<file path="src/rtl/drive_if_pkg.sv">
package drive_if_pkg;

    typedef enum logic [1:0] {
        SEL_STATUS = 2'b00,
        SEL_OUT1   = 2'b01,
        SEL_DMA    = 2'b10,
        SEL_OUT2   = 2'b11
    } ab_sel_e;

    typedef struct packed {
        logic ecc;
        logic index;
        logic seek;
        logic trk0;
        logic user;
        logic wprot;
        logic ready;
        logic fault;
    } stat_t;

    localparam logic [7:0] FORCE_MASK = 8'h22;
    localparam int FLP_BIT = 4;

    function automatic logic [1:0] lowest_sel(input logic [3:0] n);
        logic [1:0] r;
        r = 2'd0;
        for (int i = 3; i >= 0; i--) begin
            if (n[i]) r = 2'(i);
        end
        return r;
    endfunction

endpackage

</file>
<file path="src/rtl/aux_latch.sv">
module aux_latch
    import drive_if_pkg::*;
(
    input  logic       clk,
    input  logic       rst,
    input  logic [7:0] ab_data,
    input  logic [1:0] ab_sel,
    input  logic       ab_stb,
    output logic [7:0] out1_q,
    output logic [7:0] out2_q,
    output logic       push_q
);
    ab_sel_e sel;
    assign sel = ab_sel_e'(ab_sel);

    always_ff @(posedge clk) begin
        if (rst) begin
            out1_q <= '0;
            out2_q <= '0;
            push_q <= 1'b0;
        end else begin
            push_q <= ab_stb && (sel != SEL_STATUS);
            if (ab_stb && sel == SEL_OUT1) out1_q <= ab_data;
            if (ab_stb && sel == SEL_OUT2) out2_q <= ab_data;
        end
    end
endmodule

</file>
<file path="src/rtl/step_gen.sv">
module step_gen #(
    parameter int STEP_W = 2
) (
    input  logic clk,
    input  logic rst,
    input  logic trig,
    input  logic dir_bit,
    input  logic load_dir,
    output logic step_n,
    output logic toward0
);
    localparam int CW = (STEP_W > 1) ? $clog2(STEP_W) : 1;
    logic [CW-1:0] cnt;
    logic          low;

    always_ff @(posedge clk) begin
        if (rst) begin
            cnt     <= '0;
            low     <= 1'b0;
            toward0 <= 1'b0;
        end else begin
            if (load_dir) toward0 <= ~dir_bit;
            if (trig) begin
                low <= 1'b1;
                cnt <= CW'(STEP_W - 1);
            end else if (low) begin
                if (cnt == '0) low <= 1'b0;
                else           cnt <= cnt - 1'b1;
            end
        end
    end
    assign step_n = ~low;
endmodule

</file>
<file path="src/rtl/ctl_bits.sv">
module ctl_bits (
    input  logic       clk,
    input  logic       rst,
    input  logic       wr,
    input  logic [2:0] addr,
    input  logic       bit_in,
    output logic       card_sel,
    output logic       hdc_reset,
    output logic [1:0] rom_page,
    output logic       show_sw
);
    logic b0, b1, b3, b4;

    always_ff @(posedge clk) begin
        if (rst) begin
            b0 <= 1'b0; b1 <= 1'b0; b3 <= 1'b0; b4 <= 1'b0;
        end else if (wr) begin
            case (addr)
                3'd0: b0 <= bit_in;
                3'd1: b1 <= bit_in;
                3'd3: b3 <= bit_in;
                3'd4: b4 <= bit_in;
                default: ;
            endcase
        end
    end
    assign card_sel  = b0;
    assign hdc_reset = ~b1;
    assign rom_page  = {b3, b4};
    assign show_sw   = b4;
endmodule

</file>
<file path="src/rtl/drive_if_glue.sv">
module drive_if_glue
    import drive_if_pkg::*;
#(
    parameter int STEP_W = 2
) (
    input  logic       clk,
    input  logic       rst,
    input  logic [7:0] ab_data,
    input  logic [1:0] ab_sel,
    input  logic       ab_stb,
    input  logic       flp_index,
    input  logic       drv_seek,
    input  logic       drv_trk0,
    input  logic       drv_wprot,
    input  logic       drv_ready,
    input  logic       drv_fault,
    input  logic       hd_present,
    input  logic       ctl_wr,
    input  logic [2:0] ctl_addr,
    input  logic       ctl_bit,
    output logic [7:0] status,
    output logic       status_push,
    output logic [7:0] out1,
    output logic [7:0] out2,
    output logic       drv_valid,
    output logic [1:0] drv_idx,
    output logic       step_n,
    output logic       dir_track0,
    output logic       card_sel,
    output logic       hdc_reset,
    output logic [1:0] rom_page,
    output logic       show_sw
);
    logic out2_stb;
    stat_t raw;
    logic  hd_absent_sel;

    aux_latch u_latch (
        .clk(clk), .rst(rst), .ab_data(ab_data), .ab_sel(ab_sel), .ab_stb(ab_stb),
        .out1_q(out1), .out2_q(out2), .push_q(status_push)
    );

    assign out2_stb = ab_stb && (ab_sel_e'(ab_sel) == SEL_OUT2);

    step_gen #(.STEP_W(STEP_W)) u_step (
        .clk(clk), .rst(rst), .trig(out2_stb && out1[FLP_BIT]),
        .dir_bit(ab_data[5]), .load_dir(out2_stb),
        .step_n(step_n), .toward0(dir_track0)
    );

    ctl_bits u_ctl (
        .clk(clk), .rst(rst), .wr(ctl_wr), .addr(ctl_addr), .bit_in(ctl_bit),
        .card_sel(card_sel), .hdc_reset(hdc_reset), .rom_page(rom_page), .show_sw(show_sw)
    );

    assign drv_valid = |out1[7:4];
    assign drv_idx   = lowest_sel(out1[7:4]);
    assign hd_absent_sel = (|out1[7:5]) && !hd_present;

    always_comb begin
        raw = '{ecc: 1'b0, index: flp_index, seek: drv_seek, trk0: drv_trk0,
                user: 1'b0, wprot: drv_wprot, ready: drv_ready, fault: drv_fault};
    end

    always_ff @(posedge clk) begin
        if (rst) status <= '0;
        else if (out1[FLP_BIT] || hd_absent_sel) status <= raw | FORCE_MASK;
        else status <= raw;
    end
endmodule

</file>
<file path="config.mk">
export PLATFORM = sky130hd
export DESIGN_NAME = drive_if_glue
export DESIGN_NICKNAME = d
export VERILOG_FILES = /design/src/rtl/drive_if_pkg.sv /design/src/rtl/aux_latch.sv /design/src/rtl/step_gen.sv /design/src/rtl/ctl_bits.sv /design/src/rtl/drive_if_glue.sv
export SDC_FILE = /design/constraint.sdc
export NUM_CORES = 1
export LEC_CHECK = 0
export BUFFER_PORTS_ARGS = -buffer_cell sky130_fd_sc_hd__buf_2
export CAP_MARGIN = 20
export CORE_ASPECT_RATIO = 0.9
export CORE_UTILIZATION = 42
export CTS_CLUSTER_DIAMETER = 40
export CTS_CLUSTER_SIZE = 10
export DETAILED_ROUTE_END_ITERATION = 8
export PLACE_DENSITY = 0.73
export SYNTH_ARGS = -nofsm -noshare
export SYNTH_HDL_FRONTEND = slang
export SYNTH_SLANG_ARGS = --single-unit
</file>
<file path="constraint.sdc">
create_clock -name clk -period 1.37 [get_ports clk]
set_input_delay 0.2055 -clock clk [delete_from_list [all_inputs] [get_ports clk]]
set_output_delay 0.2055 -clock clk [all_outputs]
set_load 0.01 [all_outputs]
</file>
# Yosys cells after proc, flatten, opt, wreduce, memory -nomap -nowiden
# Cells that the tools add are included.
# totals
n_memories,0
wordCells,47
latch_bits,0
output_inout_bits,35
in_bits,25
mem_bits_ro,0
ram_bits,0
register_bits,31
# op_classes
bitwise,3
order_cmp,0
n_addsub,1
n_mul,0
n_reduce_logical,16
n_div,0
n_mux,11
eq_ne,5
shifts,0
# op_table
cell,count
$mux W2,4
$reduce_and A2 Y1,4
$mux W1,6
$mux W6,1
$logic_and A1 B1 Y1,5
$reduce_bool A2 Y1,2
$reduce_or A4 Y1,1
$eq A3 B1 Y1 const B,1
$eq A3 B2 Y1 const B,1
$eq A3 B3 Y1 const B,1
$logic_not A3 Y1,1
$not A1 Y1,3
$reduce_or A3 Y1,1
$eq A2 B1 Y1 const B,1
$eq A2 B2 Y1 const B,1
$logic_not A1 Y1,1
$logic_or A1 B1 Y1,1
$sub A1 B1 Y1 const B,1

# Longest topological paths before layout
# Gate-level depths: netlist of run 1.
# depth
depth_word,4
mapped_depth,3
depth_no_buf,2

# Modules after synthesis
# A second synthesis of run 1 with hierarchy kept.
# unflattened
cells_unflattened,125
hier_area_um2,1285.0
# modules_own_cells
module,cells_each,area_per_inst_um2,instances,seq_area_each_um2
aux_latch,66,711.9,1,340.3
drive_if_glue,28,255.2,1,120.1
ctl_bits,20,219.0,1,80.1
step_gen,11,98.8,1,60.1

# Least setup slack after synthesis of run 1
# OpenSTA, ideal clock, no wires.
# synth_timing
path_kind,reg2out
from,register u_latch.out1_q[4]
to,output drv_valid
arrival_ns,0.903
setup_slack_ns,0.262
stages_incl_launch_ff,3
path_buffers,0
required_ns,1.165
path_cell_list,dfxtp_1 -> nor4_1 -> inv_1
# synth_between
elab_chain_len,1
# synth_lines
item,line_no,rtl
"start, declared",aux_latch.sv:9,"output logic [7:0] out1_q,"
"start signal, assigned",aux_latch.sv:23,if (ab_stb && sel == SEL_OUT1) out1_q <= ab_data;
$reduce_or A4 Y1,drive_if_glue.sv:56,assign drv_valid = |out1[7:4];
"end, declared",drive_if_glue.sv:25,"output logic drv_valid,"
# No other way between the ends.

# Final worst setup path of run 1
# layout_timing
from,register u_latch.out1_q[6]
to,output drv_valid
# The elaborated chain is that of the path after synthesis.

==> results of run 1 <==
## cells by family after synthesis
family | count (synthesis) | synth area share [%]
AND/OR/NAND/NOR | 54 | 26.98
AO/OA/AOI/OAI | 5 | 2.345
multiplexers | 21 | 16.81
flip-flops | 30 | 46.92
other | 1 | 0.2930
buffers and inverters | 16 | 6.646
## cell usage in the layout, fill, tap and decap left out, types with 2 or more instances in the layout
cell type,n
a211oi_1,2
a21oi_1,3
buf_2,57
buf_4,5
clkbuf_4,5
clkbuf_8,3
conb_1,2
dfxtp_1,26
dfxtp_2,4
inv_1,6
mux2i_1,20
nand2b_1,31
nor2_1,3
nor2b_1,5
nor3b_1,3
nor4bb_1,2
## routing by layer
layer / track usage (%) / vias up / part of all wire, %
met5: 0 / - / 0
li1: - / 548 / -
met1: 17.17 / 495 / 42
met3: 7.092 / 5 / 6.4
met2: 32.23 / 37 / 51
met4: 6.977 / 0 / 1.3
## final timing paths
path	start	to	slack, ns
setup reg to reg	u_latch.out1_q[5]$_SDFFE_PP0P_	status[5]$_SDFF_PP0_	0.10
hold / removal	drv_trk0	status[4]$_SDFF_PP0_	0.1
hold reg to reg	u_step.cnt$_SDFFE_PP0P_	u_step.low$_SDFF_PP0_	0.47
setup / recovery	u_latch.out1_q[6]$_SDFFE_PP0P_	drv_valid	-0.001
## cell type report
| type | count | area (um2) | area share [%] |
|---|---|---|---|
| multi-input cells | 82 | 618.1 | 35.75 |
| clock buffers | 8 | 78.83 | 4.559 |
| well taps | 40 | 50.05 | 2.894 |
| inverters | 6 | 22.52 | 1.302 |
| flip-flops and latches | 30 | 605.6 | 35.02 |
| repair buffers | 64 | 354.1 | 20.48 |
## synth_stat cells, types with 2 or more instances
master / number
a211oi_1: 2
a21oi_1: 3
buf_4: 4
clkbuf_1: 3
dfxtp_1: 30
inv_1: 6
mux2i_1: 20
nand2b_1: 31
nor2_1: 3
nor2b_1: 5
nor3b_1: 3
nor4bb_1: 2
## flip-flops by register name, summed over array words and instances, names as in the netlist
register and cells:
status 6, u_ctl.b1 1, u_ctl.b3 1, u_ctl.card_sel 1, u_ctl.show_sw 1, u_latch.out1_q 8, u_latch.out2_q 8, u_latch.push_q 1
u_step.cnt 1, u_step.low 1, u_step.toward0 1
## repair_timing
item / in CTS / in global routing
buffers inserted: 2 / 1
pin swaps: 1 / 1
cloned: 0 / 0
setup endpoints to repair: 1 / 3
endpoints found under the hold margin: 0 / 0
resized for setup: 3 / 5
## report_power, final
group	switching (uW)	total [uW]	internal, uW
clock	272	623	350
combinational	113	244	131
sequential	17.5	922	905
## metrics by stage
stage | setup WS [ns] | total power, uW | setup TNS (ns) | area [um2] | cells
after floorplan | 0.2618 | 1064 | 0 | 1284 | 128
after global placement | 0.2771 | 1156 | 0 | 1599 | 219
after detailed placement | 0.2126 | 1164 | 0 | 1599 | 219
after CTS | -0.02147 | 1799 | -0.02147 | 1705 | 229
after global routing | -0.04577 | 1870 | -0.07705 | 1729 | 230
final | -0.001167 | 1789 | -0.001167 | 1729 | 230
## critical path: cells and delay by family, from the launching register on
kind / cells / cell delay [ns]
buffers and inverters: 2 / 0.20
flip-flops: 1 / 0.36
AND/OR/NAND/NOR: 1 / 0.29
==> summary.txt, run 1 <==
Placement
  – Dpl hpwl: between 1500 and 2000 um
  – Placer Congestion: 0.7517
  – Port Buffers: 57

Setup path
  – Crit path kind: flop to output pin
  – Crit. End Element: output pin
  – CP cell instances: nor4_4 > inv_1 > buf_2
  – Worst-path maximum fanout: 5
  – Cells on worst reg2reg path: 6
  – Critical Path AT: 1.17 ns
  – Slowest stage cell on the critical path: dfxtp_2
  – WP data required: about 1.2 ns
  – Crit path largest cell delay: 0.36 ns
  – Type of origin of the critical path: flop

Synth
  – Post-synth top area share: 46.92%
  – Post-synth cell types: 27
  – Post-Synthesis Cells: 127
  – Post-synthesis sequential area ratio: between 40% and 50%
  – Syn. warnings: 0
  – Post-synthesis instance area: between 1000 and 1500 um2
  – Syn avg cell area: a little over 10 um2
  – Ranking of synthesized cells by area: dfxtp_1 (47%), mux2i_1 (16%), nand2b_1 (15%)
  – Async SR Flop Fraction: 0%
  – Yosys top cell by area: dfxtp_1
  – EDFF count, synth: 0
  – FF+latch count, synth: 30
  – Top FF cell, synth: dfxtp_1

Layout
  – Share of layout cells above drive strength 1: 41.58%
  – # diodes: 0
  – Util after Layout: between 60% and 70%
  – Final nets: between 200 and 250
  – FILL cells: 247
  – P&R area growth vs syn: 35.09%

Floorplanning
  – I/O pin cnt: 60
  – Die Ht: 54.37 um
  – Starting Density: 45.47%
  – Chip width: 60.19 um
  – Row cnt: 18
  – Die footprint: between 3000 and 4000 um2
  – Core area: around 2800 um2

STA
  – Crit share post-route: 100.1%
  – Final WS setup: -0.001167 ns
  – Worst Skew: roughly 0.002 ns
  – Slew Limit Fails: 0
  – Fin crit period: between 1 and 1.5 ns
  – # setup viols final: 1
  – RSZ-0062 raised after global routing: yes
  – Max Clk Rate: between 700 and 800 MHz
  – WHS: 0.09774 ns
  – Final Hold Vio Count: 0

Worst hold path
  – Hold Path Stages: 2
  – Hold WC Path Type: input pin to flop

Run status
  – Status: complete, but fails checks
  – Failing checks: setup timing

GRT
  – First-pass GRT wire length: between 4000 and 5000 um
  – GR Overflow Total: 0
  – Initial antenna violation count: 0
  – Largest net degree at the start of global routing: 27
  – Number of global-route vias before repair: 1,012
  – GRT Util Overall: between 15 and 20%

Drt
  – Avg WL per Cell: ~11 um
  – Final wirelength: about 2600 um
  – DRT antenna net count: 0
  – DRC: 0
  – Total number of vias: ~1,100
  – DRT iter0 DRCs: 34
  – Vias per Instance: between 4 and 5
  – DRT Pass-1 Iters: 4

Clock tree
  – Reg clk slew, reported paths: 0.09 ns
  – CTS Buf Count: 5
  – CTS sink count: 30
  – CTS tree: built
  – Max Root-Sink Buffers: 2
  – H-tree depth: 2
  – CTS Root Cell: clkbuf_4
  – Hold buffer count at CTS: 0
  – Clk Latency, worst-skew pair: 0.31 ns

Pwr
  – Pwr dens: between 1000 and 1500 nW/um2
  – Leakage: between 0.0008 and 0.0009 uW
  – Worst vdd ir: 735.1 uV

Run
  – Max-Cap Viols: 0
Note: power is estimated with default switching activity, not from simulation.
==> run 2, diff against run 1 <==
--- a/config.mk
+++ b/config.mk
@@ -9,6 +9,7 @@
 export CAP_MARGIN = 20
 export CORE_ASPECT_RATIO = 0.9
 export CORE_UTILIZATION = 42
+export CTS_BUF_LIST = sky130_fd_sc_hd__clkbuf_2
 export CTS_CLUSTER_DIAMETER = 40
 export CTS_CLUSTER_SIZE = 10
 export DETAILED_ROUTE_END_ITERATION = 8
==> summary.txt, run 2 (same netlist as run 1, synthesis figures left out) <==
Setup path
  – Crit path kind: flop to output pin
  – Type of origin of the critical path: flop
  – WP data required: around 1.2 ns
  – Worst-path maximum fanout: 2
  – Critical Path AT: ~1.2 ns
  – Crit. End Element: output pin

Clock tree
  – CTS Buf Count: 5
  – Reg clk slew, reported paths: between 0.1 and 0.15 ns
  – CTS sink count: 30
  – Clk Latency, worst-skew pair: 0.35 ns
  – CTS Root Cell: clkbuf_2
  – CTS tree: built
  – H-tree depth: 2
  – Max Root-Sink Buffers: 2

Drt
  – Final wirelength: between 2000 and 3000 um
  – DRT iter0 DRCs: 44
  – Total number of vias: roughly 1,100
  – DRC: 0
  – Vias per Instance: 4.699
  – Avg WL per Cell: around 11 um
  – DRT Pass-1 Iters: 4
  – DRT antenna net count: 0

Pwr
  – Pwr dens: 922.6 nW/um2
  – Worst vdd ir: about 630 uV
  – Total chip power: approximately 1500 uW
  – Leakage: roughly 0.00083 uW

Layout
  – Post-route cell area: about 1700 um2
  – FILL cells: between 200 and 300
  – Fin cells: between 200 and 250
  – Share of layout cells above drive strength 1: roughly 40%
  – P&R area growth vs syn: 30.89%
  – Largest registers: u_latch.out1_q x8, u_latch.out2_q x8, status x6
  – # diodes: 0
  – Commonest cells after routing, fill and taps aside: buf_2 (57), nand2b_1 (31), dfxtp_1 (26)
  – Util after Layout: 59.51%
  – Most common cell after layout, fill and taps aside: buf_2
  – Final nets: 213

Floorplanning
  – Chip width: ~60 um
  – Die Ht: around 54 um
  – Row cnt: 18
  – I/O pin cnt: 60
  – Starting Density: between 40% and 50%
  – Die footprint: 3273 um2
  – Core area: between 2000 and 3000 um2

STA
  – Crit share post-route: 103.4%
  – Fin crit period: 1.416 ns
  – Slew Limit Fails: 0
  – Final Hold Vio Count: 0
  – RSZ-0062 raised after global routing: yes
  – Worst Skew: approximately 0.009 ns
  – Max Clk Rate: 706.1 MHz
  – Final WS setup: -0.04628 ns
  – # setup viols final: 1

GRT
  – First-pass GRT wire length: a little over 4000 um
  – GRT Util Overall: ~17%
  – Initial antenna violation count: 0
  – Number of global-route vias before repair: around 1,000
  – GR Overflow Total: 0
  – Largest net degree at the start of global routing: 27

Placement
  – Placed insts: roughly 220
  – Placer Congestion: 0.7517
  – Placed instance area: roughly 1600 um2
  – Dpl hpwl: 1947 um
  – Port Buffers: 57

Worst hold path
  – Hold WC Path Type: input pin to flop

Run status
  – Failing checks: setup timing
  – Status: complete, but fails checks

Run
  – Max-Cap Viols: 0
## run 2: cell types whose count changed in the layout (fill, tap and decap cells not counted), sizes merged
| cell | change |
|---|---|
| buf | -1 |
| clkbuf | -3 |
| clkinv | +3 |
## run 2: power by group
part	total, uW	switching, uW	internal (uW)
combinational	238	111	127
clock	384	275	109
sequential	924	17.5	906
total	1550	404	1140
## run 2: layer usage
layer	GRT usage (%)	vias up	wire length (um)
met5	0	-	0
met4	10.47	0	38
met3	4.965	5	162
met2	31.14	37	1292
met1	17.58	493	1111
li1	-	541	-
## run 2: cell type report
| cell class | count | area (um2) | share of cell area [%] |
|---|---|---|---|
| Clock buffer | 5 | 25.02 | 1.494 |
| Clock inverter | 3 | 11.26 | 0.6721 |
| Inverter | 6 | 22.52 | 1.344 |
| Multi-Input combinational cell | 82 | 618.1 | 36.89 |
| Sequential cell | 30 | 605.6 | 36.15 |
| Tap cell | 40 | 50.05 | 2.987 |
| Timing Repair Buffer | 63 | 342.8 | 20.46 |
## run 2: path summary, 6_finish.rpt
path,startpoint,end,slack [ns],cells after the start
max,u_latch.out1_q[4]$_SDFFE_PP0P_,drv_valid,-0.05,3
max reg2reg,u_latch.out1_q[4]$_SDFFE_PP0P_,status[5]$_SDFF_PP0_,0.22,5
min,drv_trk0,status[4]$_SDFF_PP0_,0.05,2
min reg2reg,u_step.cnt$_SDFFE_PP0P_,u_step.low$_SDFF_PP0_,0.48,2
## run 2: critical path, stage by stage (launching register included)
cell,delay (ns)
dfxtp_2,0.37
nor4_4,0.29
inv_1,0.06
buf_2,0.14
## run 2: through the flow
step / setup TNS [ns] / hold WS (ns) / worst slack [ns]
finish: -0.04628 / 0.05348 / -0.04628
global route: -0.1868 / 0.03921 / -0.1026
CTS: -0.09403 / 0.04333 / -0.05368
detailed placement: 0 / 0.4317 / 0.2126
global placement: 0 / 0.4137 / 0.2771
floorplan: 0 / 0.3337 / 0.2618
## run 2: timing repair
item,CTS,global route
pin swaps,1,1
buffers inserted,2,0
setup endpoints to repair,2,3
gates resized for setup,6,1
hold buffers,0,0
==> run 3, diff against run 2 <==
--- a/config.mk
+++ b/config.mk
@@ -13,7 +13,9 @@
 export CTS_CLUSTER_DIAMETER = 40
 export CTS_CLUSTER_SIZE = 10
 export DETAILED_ROUTE_END_ITERATION = 8
+export GPL_TIMING_DRIVEN = 0
 export PLACE_DENSITY = 0.73
+export SKIP_CTS_REPAIR_TIMING = 1
 export SYNTH_ARGS = -nofsm -noshare
 export SYNTH_HDL_FRONTEND = slang
 export SYNTH_SLANG_ARGS = --single-unit
==> summary.txt, run 3 (same netlist as run 1, synthesis figures left out) <==
Setup path
  – Critical Path AT: 1.23 ns
  – Type of origin of the critical path: flop
  – Worst-path maximum fanout: 7
  – WP data required: between 1 and 1.5 ns
  – Flop2flop setup slack: about 0.38 ns
  – Capture point of the worst reg-to-reg path: status[5]$_SDFF_PP0_
  – Cells on worst reg2reg path: 3
  – FF-to-FF Start: u_latch.out1_q[4]$_SDFFE_PP0P_
  – Crit. End Element: output pin
  – Crit path kind: flop to output pin

Clock tree
  – CTS Root Cell: clkbuf_2
  – CTS tree: built
  – H-tree depth: 2
  – Clk Latency, worst-skew pair: roughly 0.35 ns
  – CTS sink count: 30
  – Max Root-Sink Buffers: 2
  – Reg clk slew, reported paths: roughly 0.15 ns
  – CTS Buf Count: 5

STA
  – Fin Setup TNS: -0.07629 ns
  – Crit share post-route: 104.6%
  – Max Clk Rate: roughly 700 MHz
  – Final Hold Vio Count: 0
  – # setup viols final: 2
  – RSZ-0062 raised after global routing: yes
  – Fin crit period: about 1.4 ns
  – Worst Skew: 0.01846 ns
  – Slew Limit Fails: 0
  – Final WS setup: -0.06276 ns

Drt
  – DRC: 0
  – Total number of vias: approximately 1,100
  – Final wirelength: ~2600 um
  – DRT iter0 DRCs: 28
  – Avg WL per Cell: approximately 11 um
  – DRT Pass-1 Iters: 4
  – Vias per Instance: about 4.6
  – DRT antenna net count: 0

Floorplanning
  – Die Ht: roughly 54 um
  – I/O pin cnt: 60
  – Chip width: 60.19 um
  – Starting Density: 45.47%
  – Die footprint: 3273 um2
  – Core area: about 2800 um2
  – Row cnt: 18

Layout
  – P&R area growth vs syn: 32.84%
  – Final nets: ~220
  – Share of layout cells above drive strength 1: 40.51%
  – Commonest cells after routing, fill and taps aside: buf_2 (57), nand2b_1 (31), dfxtp_1 (26)
  – Fin cells: approximately 240
  – Post-route cell area: 1700 um2
  – Most common cell after layout, fill and taps aside: buf_2
  – # diodes: 0
  – Largest registers: u_latch.out1_q x8, u_latch.out2_q x8, status x6

Placement
  – Placed instance area: about 1600 um2
  – Placer Congestion: ~0.8
  – Placed insts: around 220
  – Port Buffers: 56
  – Dpl hpwl: around 2000 um
  – Pre-CTS setup slack: around 0.11 ns

GRT
  – GR Overflow Total: 0
  – Initial antenna violation count: 0
  – Number of global-route vias before repair: between 800 and 900
  – Largest net degree at the start of global routing: 11
  – GRT Util Overall: 15.90%
  – First-pass GRT wire length: around 3600 um

Pwr
  – Seq pwr share: about 59%
  – Clock share of power: a little over a quarter
  – Total chip power: roughly 1600 uW
  – Worst vdd ir: between 600 and 700 uV
  – Comb pwr share: approximately 15%
  – Leakage: ~0.00085 uW
  – Psw: 407.9 uW
  – Pwr dens: roughly 900 nW/um2
  – Internal Power: 1151 uW
  – Switching fraction of total power: about a quarter

Worst hold path
  – Critical hold path startpoint: drv_wprot
  – End of the worst hold path: status[2]$_SDFF_PP0_
  – Hold Path Stages: 2
  – Hold WC Path Type: input pin to flop

Run status
  – Status: complete, but fails checks
  – Failing checks: setup timing

Run
  – Max-Cap Viols: 0
==> run 3: critical path, stage by stage (launching register included) <==
cell and delay (ns):
dfxtp_4 0.40, nor4_4 0.28, inv_1 0.06, buf_2 0.14
==> run 3: worst max-delay path by stage <==
stage                                         startpoint   endpoint  cells after the start
after global routing      u_latch.out1_q[4]$_SDFFE_PP0P_  drv_valid                      3
after global placement    u_latch.out1_q[4]$_SDFFE_PP0P_  drv_valid                      3
after detailed placement  u_latch.out1_q[4]$_SDFFE_PP0P_  drv_valid                      3
final                     u_latch.out1_q[4]$_SDFFE_PP0P_  drv_valid                      3
after floorplan           u_latch.out1_q[4]$_SDFFE_PP0P_  drv_valid                      2
after CTS                 u_latch.out1_q[4]$_SDFFE_PP0P_  drv_valid                      3
==> run 3: cell type report <==
type	instances	area, um2
plain buffers	10	62.56
clock buffers	6	30.03
clock inverters	2	8.758
fillers	255	1115
inverters	6	22.52
multi-input cells	82	613.1
flip-flops and latches	30	610.6
well taps	40	50.05
repair buffers	59	302.8
==> run 3: per-layer routing <==
metal / GRT usage (%) / wire [um]
met3: 9.693 / 193
met4: 7.752 / 0
met2: 26.37 / 1312
met1: 15.76 / 1118
met5: 0 / 0
==> run 3: through the flow <==
step / hold WS (ns) / util, %
2_1_floorplan: 0.3337 / -
3_5_place_dp: 0.4202 / 57.33
6_report: 0.04742 / 60.40
4_1_cts: 0.03134 / 58.71
5_1_grt: 0.01447 / 60.40
3_3_place_gp: 0.4135 / 57.33
==> run 3: power groups by stage <==
stage	Clock, uW	Combinational [uW]	Sequential (uW)
after global placement	0	215	939
after floorplan	0	108	956
after global routing	472	254	927
after CTS	419	221	922
after detailed placement	0	221	941
final	406	231	922
